==> src/rtl/adc_cal_pkg.sv <==
package adc_cal_pkg;
  typedef enum logic [1:0] {
    NODE_AIN   = 2'd0,
    NODE_SHORT = 2'd1,
    NODE_REF   = 2'd2
  } node_e;

  typedef enum logic [2:0] {
    ST_RUN,
    ST_ARM,
    ST_ZERO,
    ST_FULL,
    ST_DIV
  } cal_state_e;

  localparam logic [2:0] MODE_SELF_CAL = 3'b001;
endpackage

==> src/rtl/adc_cal_sync.sv <==
module adc_cal_sync #(
  parameter int STAGES = 2
) (
  input  logic clk_i,
  input  logic rst_ni,
  input  logic sync_i,
  output logic fall_o
);
  // sh[STAGES-1] is the synchronized level, sh[STAGES] its previous value
  logic [STAGES:0] sh;

  always_ff @(posedge clk_i or negedge rst_ni) begin
    if (!rst_ni) sh <= '1;
    else         sh <= {sh[STAGES-1:0], sync_i};
  end

  assign fall_o = sh[STAGES] & ~sh[STAGES-1];
endmodule

==> src/rtl/adc_cal_div.sv <==
module adc_cal_div #(
  parameter int DW  = 16,
  parameter int NSH = 24
) (
  input  logic          clk_i,
  input  logic          rst_ni,
  input  logic          start_i,
  input  logic          abort_i,
  input  logic [DW-1:0] span_i,
  output logic          done_o,
  output logic [NSH:0]  quot_o
);
  localparam int QW = NSH + 1;
  localparam int CW = $clog2(QW + 1);

  logic [CW-1:0] cnt;
  logic          busy;
  logic [DW-1:0] span_q;
  logic [DW-1:0] rem;
  logic [QW-1:0] quot;
  logic [DW:0]   trial;
  logic          ge;

  // numerator is 2^NSH: a single one in the first iteration
  assign trial = {rem, (cnt == CW'(QW))};
  assign ge    = trial >= {1'b0, span_q};

  always_ff @(posedge clk_i or negedge rst_ni) begin
    if (!rst_ni) begin
      cnt    <= '0;
      busy   <= 1'b0;
      span_q <= '0;
      rem    <= '0;
      quot   <= '0;
      done_o <= 1'b0;
    end else begin
      done_o <= 1'b0;
      if (abort_i) begin
        busy <= 1'b0;
        cnt  <= '0;
      end else if (start_i) begin
        busy   <= 1'b1;
        cnt    <= CW'(QW);
        span_q <= span_i;
        rem    <= '0;
        quot   <= '0;
      end else if (busy) begin
        rem  <= ge ? DW'(trial - {1'b0, span_q}) : trial[DW-1:0];
        quot <= {quot[QW-2:0], ge};
        cnt  <= cnt - 1'b1;
        if (cnt == CW'(1)) begin
          busy   <= 1'b0;
          done_o <= 1'b1;
        end
      end
    end
  end

  assign quot_o = quot;
endmodule

==> src/rtl/adc_cal_ctrl.sv <==
module adc_cal_ctrl
  import adc_cal_pkg::*;
#(
  parameter int DW  = 16,
  parameter int NSH = 24
) (
  input  logic          clk_i,
  input  logic          rst_ni,
  input  logic          mode_we_i,
  input  logic [2:0]    mode_i,
  input  logic          sync_fall_i,
  input  logic          mod_tick_i,
  input  logic          settled_i,
  input  logic [DW-1:0] conv_data_i,
  input  logic          div_done_i,
  input  logic [NSH:0]  div_quot_i,
  output logic          div_start_o,
  output logic          div_abort_o,
  output logic [DW-1:0] div_span_o,
  output logic [1:0]    node_sel_o,
  output logic          filt_rst_o,
  output logic          drdy_no,
  output logic [DW-1:0] offset_o,
  output logic [NSH:0]  gain_o
);
  localparam int          GW       = NSH + 1;
  localparam logic [GW-1:0] GAIN_RST = GW'(1) << (NSH - DW);

  cal_state_e    state;
  node_e         node_q;
  logic [DW-1:0] zero_q;
  logic [DW-1:0] span_d;
  logic          cal_cmd;

  assign cal_cmd     = mode_we_i && (mode_i == MODE_SELF_CAL);
  assign div_abort_o = sync_fall_i | cal_cmd;
  assign span_d      = (conv_data_i > zero_q) ? conv_data_i - zero_q : '0;
  assign node_sel_o  = node_q;

  always_ff @(posedge clk_i or negedge rst_ni) begin
    if (!rst_ni) begin
      state       <= ST_RUN;
      node_q      <= NODE_AIN;
      zero_q      <= '0;
      div_span_o  <= '0;
      div_start_o <= 1'b0;
      filt_rst_o  <= 1'b0;
      drdy_no     <= 1'b1;
      offset_o    <= '0;
      gain_o      <= GAIN_RST;
    end else begin
      filt_rst_o  <= 1'b0;
      div_start_o <= 1'b0;
      if (sync_fall_i) begin
        state      <= ST_RUN;
        node_q     <= NODE_AIN;
        drdy_no    <= 1'b1;
        filt_rst_o <= 1'b1;
      end else if (cal_cmd) begin
        state      <= ST_ARM;
        node_q     <= NODE_SHORT;
        filt_rst_o <= 1'b1;
      end else begin
        unique case (state)
          ST_RUN: if (settled_i) drdy_no <= 1'b0;
          ST_ARM: if (mod_tick_i) begin
            drdy_no <= 1'b1;
            state   <= ST_ZERO;
          end
          ST_ZERO: if (settled_i) begin
            zero_q     <= conv_data_i;
            node_q     <= NODE_REF;
            filt_rst_o <= 1'b1;
            state      <= ST_FULL;
          end
          ST_FULL: if (settled_i) begin
            div_span_o  <= span_d;
            div_start_o <= 1'b1;
            state       <= ST_DIV;
          end
          ST_DIV: if (div_done_i) begin
            offset_o <= zero_q;
            gain_o   <= div_quot_i;
            drdy_no  <= 1'b0;
            node_q   <= NODE_AIN;
            state    <= ST_RUN;
          end
          default: state <= ST_RUN;
        endcase
      end
    end
  end
endmodule

==> src/rtl/adc_cal_seq.sv <==
module adc_cal_seq #(
  parameter int DW          = 16,
  parameter int NSH         = 24,
  parameter int SYNC_STAGES = 2
) (
  input  logic          clk_i,
  input  logic          rst_ni,
  input  logic          mode_we_i,
  input  logic [2:0]    mode_i,
  input  logic          sync_i,
  input  logic          mod_tick_i,
  input  logic          settled_i,
  input  logic [DW-1:0] conv_data_i,
  output logic [1:0]    node_sel_o,
  output logic          filt_rst_o,
  output logic          drdy_no,
  output logic [DW-1:0] offset_o,
  output logic [NSH:0]  gain_o
);
  logic          sync_fall;
  logic          div_start;
  logic          div_abort;
  logic          div_done;
  logic [DW-1:0] div_span;
  logic [NSH:0]  div_quot;

  adc_cal_sync #(.STAGES(SYNC_STAGES)) u_sync (
    .clk_i  (clk_i),
    .rst_ni (rst_ni),
    .sync_i (sync_i),
    .fall_o (sync_fall)
  );

  adc_cal_div #(.DW(DW), .NSH(NSH)) u_div (
    .clk_i   (clk_i),
    .rst_ni  (rst_ni),
    .start_i (div_start),
    .abort_i (div_abort),
    .span_i  (div_span),
    .done_o  (div_done),
    .quot_o  (div_quot)
  );

  adc_cal_ctrl #(.DW(DW), .NSH(NSH)) u_ctrl (
    .clk_i       (clk_i),
    .rst_ni      (rst_ni),
    .mode_we_i   (mode_we_i),
    .mode_i      (mode_i),
    .sync_fall_i (sync_fall),
    .mod_tick_i  (mod_tick_i),
    .settled_i   (settled_i),
    .conv_data_i (conv_data_i),
    .div_done_i  (div_done),
    .div_quot_i  (div_quot),
    .div_start_o (div_start),
    .div_abort_o (div_abort),
    .div_span_o  (div_span),
    .node_sel_o  (node_sel_o),
    .filt_rst_o  (filt_rst_o),
    .drdy_no     (drdy_no),
    .offset_o    (offset_o),
    .gain_o      (gain_o)
  );
endmodule

==> config.mk <==
export PLATFORM = sky130hd
export DESIGN_NAME = adc_cal_seq
export DESIGN_NICKNAME = d
export VERILOG_FILES = /design/src/rtl/adc_cal_pkg.sv /design/src/rtl/adc_cal_sync.sv /design/src/rtl/adc_cal_div.sv /design/src/rtl/adc_cal_ctrl.sv /design/src/rtl/adc_cal_seq.sv
export SDC_FILE = /design/constraint.sdc
export NUM_CORES = 1
export LEC_CHECK = 0
export ABC_AREA = 1
export CORE_UTILIZATION = 35
export CTS_BUF_LIST = sky130_fd_sc_hd__clkbuf_16
export DETAILED_ROUTE_END_ITERATION = 8
export HOLD_SLACK_MARGIN = 0.03
export PLACE_DENSITY = 0.58
export SYNTH_ARGS = -nofsm -noshare
export SYNTH_HDL_FRONTEND = slang
export SYNTH_SLANG_ARGS = --single-unit
==> constraint.sdc <==
create_clock -name clk_i -period 2 [get_ports clk_i]
set_input_delay 0.4 -clock clk_i [delete_from_list [all_inputs] [get_ports clk_i]]
set_output_delay 0.4 -clock clk_i [all_outputs]
set_load 0.01 [all_outputs]
# Word-level counts from Yosys, hierarchy flattened

Cells that the tools add are included.

Reductions and logical operators: 14
Magnitude comparators: 2
Shift-type cells: 0
Multiply operators: 0
Multiplexer cells: 42
Add/subtract/negate cells: 3
Equal/unequal tests: 16
Bitwise logic cells: 6
Div/mod/pow operators: 0

Operators by type and width:

| kind                                                                    | count |
|---|---|
| 16-bit two-way mux                                                      | 4 |
| 25-bit two-way mux                                                      | 2 |
| 16-bit subtractor                                                       | 2 |
| 1-bit two-way mux                                                       | 20 |
| 3-bit two-way mux                                                       | 6 |
| 17-bit by 16-bit >= comparator with 1-bit output                        | 1 |
| 16-bit greater-than comparator                                          | 1 |
| 4-bit by 2-bit inequality test with 1-bit output, second input constant | 4 |
| 5-bit two-way mux                                                       | 3 |
| 3-bit case mux with 5 select lines                                      | 1 |
| 4-bit AND reduction                                                     | 3 |
| 5-bit AND reduction                                                     | 2 |
| 3-bit by 2-bit inequality test with 1-bit output, second input constant | 3 |
| 2-bit two-way mux                                                       | 4 |
| 4-bit nonzero test                                                      | 2 |
| 3-bit by 1-bit equality test with 1-bit output, second input constant   | 2 |
| 3-bit by 2-bit equality test with 1-bit output, second input constant   | 2 |
| 5-bit by 1-bit equality test with 1-bit output, second input constant   | 1 |
| 5-bit equality test, second input constant                              | 1 |
| 5-bit by 1-bit subtractor with 5-bit output, second input constant      | 1 |
| 1-bit inverter                                                          | 4 |
| 2-bit case mux with 2 select lines                                      | 1 |
| 2-bit AND reduction                                                     | 2 |
| 3-bit equality test, second input constant                              | 1 |
| other kinds (10)                                                        | 10 |

Latch bits: 0
Memories: 0
Input bits: 25
Logic and storage cells: 99
Bits in registers: 148
Output and inout port bits: 45
Memory bits (read-only): 0
Memory bits (writable): 0

# Depth between registers and ports, before layout

Depth in word-level cells: 5
Gate-level depth with buffers: 15
Depth with buffers taken out: 15

# Modules after synthesis

From an unflattened synthesis, not the netlist that was laid out.

Cell total of the unflattened synthesis: 1074
Area, all modules: 8353.0 sq um

Modules (own cells, without submodules):

| module       | instances | sequential area each (sq um) | area each (sq um) | cells an instance |
|---|---|---|---|---|
| adc_cal_ctrl | 1         | 2029.4                       | 4340.4            | 570 |
| adc_cal_div  | 1         | 1601.5                       | 3923.8            | 499 |
| adc_cal_sync | 1         | 78.8                         | 88.8              | 5 |

# Least setup slack after synthesis

OpenSTA, ideal clock, no wires.

Path kind: reg2reg
Start: reg u_div.cnt[1]
End: reg u_div.rem[12]
Cell stages (with the launch flop): 12
Required time: 1.882 ns
Setup time: 0.118 ns
Setup slack: -0.022 ns
Clock period less this slack: 2.022 ns
Path buffers: 0
Arrival: 1.904 ns
Cells stage by stage: dfrtp_1 -> inv_1 -> ha_1 -> nand4_1 -> ha_1 -> fa_1 -> o21bai_1 -> nand2_1 -> nand4_1 -> nand3_1 -> nand3_1 -> nand2_1

Word-level cells in the longest chain between the ends: 5
Elaborated cells between the ends (all ways): 6
Classes of those cells: add/sub (1); order compare (1); eq/ne (1); mux (3)

RTL lines:

| what                                                                                  | line                                 | RTL |
|---|---|---|
| start: declaration                                                                    | adc_cal_div.sv:16                    | `logic [CW-1:0] cnt;` |
| start signal: assignment                                                              | adc_cal_div.sv:43                    | `cnt <= CW'(QW);` |
| start signal: assignment                                                              | adc_cal_div.sv:50                    | `cnt <= cnt - 1'b1;` |
| 5-bit equality test *                                                                 | adc_cal_div.sv:25                    | `assign trial = {rem, (cnt == CW'(QW))};` |
| 16-bit subtractor or 17-bit by 16-bit >= comparator with 1-bit output (tied branches) | adc_cal_div.sv:48, adc_cal_div.sv:26 |  |
| 16-bit two-way mux *                                                                  | adc_cal_div.sv:48                    | `rem <= ge ? DW'(trial - {1'b0, span_q}) : trial[DW-1:0];` |
| 16-bit two-way mux *                                                                  | adc_cal_div.sv:47                    | `end else if (busy) begin` |
| 16-bit two-way mux *                                                                  | adc_cal_div.sv:41                    | `end else if (start_i) begin` |
| end signal: assignment                                                                | adc_cal_div.sv:48                    |  |
| end: declaration                                                                      | adc_cal_div.sv:19                    | `logic [DW-1:0] rem;` |

Mark *: on every way between the ends. The rest lies on a longest branch, timed or not. The select of a mux whose other input is x is not followed.
A chain may end at the register's enable or synchronous reset.

# Worst setup path in the final report

Start: reg u_div.cnt[1]
End: reg u_div.rem[8]

Same word-level chain as after synthesis.

==> metrics.md <==
| Metric | Value |
|---|---|
| Vias in the first global route | about 6,700 |
| Sequential Power Share | 32.4% |
| Most Used Layer, Global Route | met2 |
| Crit-path max cell delay | ~400 ps |
| Synth Area in Compound Gates | 12.3% |
| Hold path start | u_sync.sh[0] |
| Hold depth | 0 |
| Met2 Usage GRT | 30.5% |
| IO Port Bufs | 69 |
| Post-layout util | 49.7% |
| First-pass DRT Iterations | 4 |
| Met3 Track Usage GR | a little under 4% |
| Worst reg2reg path depth | 14 |
| Final hold violations | 0 |
| ANT nets after route | 0 |
| Peak supply drop | approximately 630 uV |
| Worst Hold End | u_sync.sh[1] |
| Internal | roughly 8 mW |
| CTS tree | yes |
| Num ports | 70 |
| Core outline area | 21,200 um2 |
| Sw Share | 37.3% |
| CTS root buf | clkbuf_16 |
| R2R Setup Slk | -180 ps |
| Failing checks | setup timing |
| HPWL after DPL | roughly 14,000 um |
| Leakage power | approximately 5.2 nW |
| Commonest non-fill, non-tap cell in the layout | nand2_1 |
| CP max-delay cell | dfrtp_1 |
| Synth Area in Adders | 6.07% |
| Simple-Gate Fraction of Synth Area | a little under a quarter |
| H-tree levels | 4 |
| Gate power share | 43.2% |
| Met1 capacity usage during global routing | 23.0% |
| RSZ-0062 raised after global routing | yes |
| Worst r2r src | u_div.cnt[1] |
| Class of the worst hold path | reg2reg |
| WL per Instance | roughly 13 um |
| MaxCap Viol Count | 0 |
| Distinct cells, synth | 36 |
| Fill cells | 2,019 |
| Die width | 150 um |
| Max Slew Vio Count | 0 |
| #FFs+latches synth | 148 |
| Post-Syn Instances | 951 |
| Mapped Nets | between 1,000 and 1,500 |
| CTS buffer count | 17 |
| Worst-Skew Late Latency | 430 ps |
| Synthesis Warnings | 0 |
| Xor and xnor fraction of the mapped netlist area | 1.71% |
| RR Endpoint | u_div.rem[8] |
| Setup CP Type | reg2reg |
| PwrDens | 1180 nW/um2 |
| Worst Tran Pin Value | about 520 ps |
| DR vias/cell | 4.63 |
| Gp weighted congestion | 0.876 |
| Seq/Total Area, Yosys | 48.4% |
| Status | complete, but fails checks |
| Initial DRC count | approximately 330 |
| Post-synth EDFFs | 0 |
| CTS sink count | 148 |
| # diodes | 0 |
| Die span in y | 150 um |
| Worst relative slew slack | 65.0% |
| Nets@finish | 1,193 |
| # DRC | 0 |
| Async SR Flop Fraction | 100% |
| Synth Flop Type | dfrtp_1 |
| Crit share post-route | 109% |
| Area delta synth->final | 37.5% |
| CP arrival | approximately 2500 ps |
| Max frequency | 458 MHz |
| Initial antenna violation count | 0 |
| Switching pwr | 4.65 mW |
| Worst Path Required | 2310 ps |
| Clock power share | around 24% |
| Most frequent cells in the layout | nand2_1, dfrtp_1, inv_1 |
| GR Util All Layers | 18.2% |
| Grt ovf | 0 |
| Worst setup startpoint | u_div.cnt[1] |
| Worst setup margin | -184 ps |
| Total wire length | 18,800 um |
| Layout cells sized above 1 | roughly 20% |
| Post-synthesis average cell area | just over 8 um2 |
| Mux cell area share after synthesis | 0.294% |
| Crit path max fanout | 5 |
| Vias | 6,577 |
| Clock Path Buffers | 2 |
| Row count | 53 |
| Clock skew | 11.6 ps |
| Crit start category | flop |
| Setup crit end kind | flop |
| Period minus WS final | 2180 ps |
| Mapped cell area | roughly 7700 um2 |
| Global-route wire length before repair | ~32,000 um |
| Initial Utilization | 36.1% |
| Largest net degree at the start of global routing | 54 |
| Reg clk slew, reported paths | 70 ps |
| Worst path cell trace | inv_2 -> ha_4 -> nand4_1 -> ha_4 -> nand2_4 -> nor2_2 -> nand2_1 -> nor3_2 -> nor2_2 -> nand2_4 -> buf_12 -> nand3_1 -> nand3_1 -> nand2_1 |
| Total Power | 12.4 mW |
| Die area | 22,500 um2 |
| Main combinational cell family by area after synthesis | simple AND/OR/NAND/NOR gates |
| Setup violations, final | 17 |
## cell type report
cell class	instances	area, um2	share of cell area (%)
clock inverters	15	143	1.35
inverters	131	494	4.69
multi-input cells	644	3640	34.5
repair buffers	190	1790	17.0
flip-flops and latches	148	3710	35.2
clock buffers	17	425	4.03
well taps	275	344	3.26
## stage by stage
stage / std cells / cell area (um2) / setup slack [ps] / hold slack (ps) / TNS, ps
after floorplan: 951 / 7670 / 49.8 / 104 / 0
after global placement: 1370 / 9510 / -415 / 347 / -10670
after detailed placement: 1370 / 9510 / -428 / 347 / -10290
after CTS: 1422 / 10400 / -232 / 358 / -3460
after global routing: 1420 / 10500 / -346 / 361 / -4960
final: 1420 / 10500 / -184 / 359 / -2410
## critical path: cells and delay by family (launching register included)
kind,cells,cell delay (ps)
buffers and inverters,2,230
AND/OR/NAND/NOR,10,960
adder cells (fa/ha/maj),2,480
flip-flops,1,400
## routing by layer
metal	routed length, um	vias to the layer above
met1	8720	3014
met3	567	30
met4	371	0
li1	-	3438
met5	0	-
met2	9100	95
## power by group through the flow
stage               combinational (mW)  clock, mW  sequential, mW
global placement                  5.05          0            4.05
floorplan                         3.09          0            4.02
detailed placement                5.08          0            4.07
global route                      6.08       3.23            4.10
finish                            5.38       3.04            4.03
CTS                               5.20       3.11            4.02
## cell usage after synthesis, types with 2 or more instances
master	instances	area [um2]
a21oi_1	68	340
buf_2	15	75.1
buf_4	2	15.0
clkbuf_1	10	37.5
dfrtp_1	143	3580
dfstp_2	5	131
fa_1	2	40.0
ha_1	34	425
inv_1	129	484
inv_2	2	7.51
mux2_2	2	22.5
nand2_1	242	908
nand2_2	2	12.5
nand3_1	51	255
nand3b_1	12	90.1
nand4_1	9	56.3
nor2_1	86	323
nor2_2	2	12.5
nor3_1	8	40.0
o21ai_0	55	275
o21ai_1	8	40.0
o21ai_2	10	87.6
o21bai_1	3	22.5
o22ai_1	26	163
xnor2_1	12	105
xor2_1	3	26.3
## sequential cells by signal, summed over array words and instances, names as in the netlist
name and flops:
u_ctrl.div_start_o 1, u_ctrl.div_span_o 16, u_div.busy 1, u_ctrl.node_sel_o 2
u_ctrl.drdy_no 1, u_ctrl.zero_q 16, u_div.done_o 1, u_div.cnt 5
u_ctrl.filt_rst_o 1, u_ctrl.state 3, u_div.rem 16, u_div.quot_o 25
u_sync.sh 3, u_ctrl.offset_o 16, u_ctrl.gain_o 25, u_div.span_q 16
## how the worst max path moves through the flow
| stage | slack [ps] | endpoint |
|---|---|---|
| final | -180 | u_div.rem[8] |
| after global routing | -350 | u_div.rem[12] |
| after global placement | -410 | u_ctrl.div_span_o[15] |
| after floorplan | 50 | u_div.rem[12] |
| after detailed placement | -430 | u_ctrl.div_span_o[15] |
| after CTS | -230 | u_div.rem[13] |
## cells by family (layout without fill, tap and decap cells)
group / after synthesis / in the layout
buffers and inverters: 159 / 353
muxes: 2 / 2
and+or+nand+nor: 419 / 419
adders and majority gates: 36 / 36
AOI/OAI and AO/OA: 172 / 172
xor gates and xnor gates: 15 / 15
DFF: 148 / 148
## what timing repair did
action | in CTS | in global routing
endpoints found under the hold margin | 46 | 0
hold buffers | 1 | 0
resized for setup | 32 | 54
setup endpoints to repair | 17 | 33
buffers inserted | 17 | 5
cloned | 2 | 0
pin swaps | 7 | 18
No activity file was read; power rests on OpenSTA's default activity.
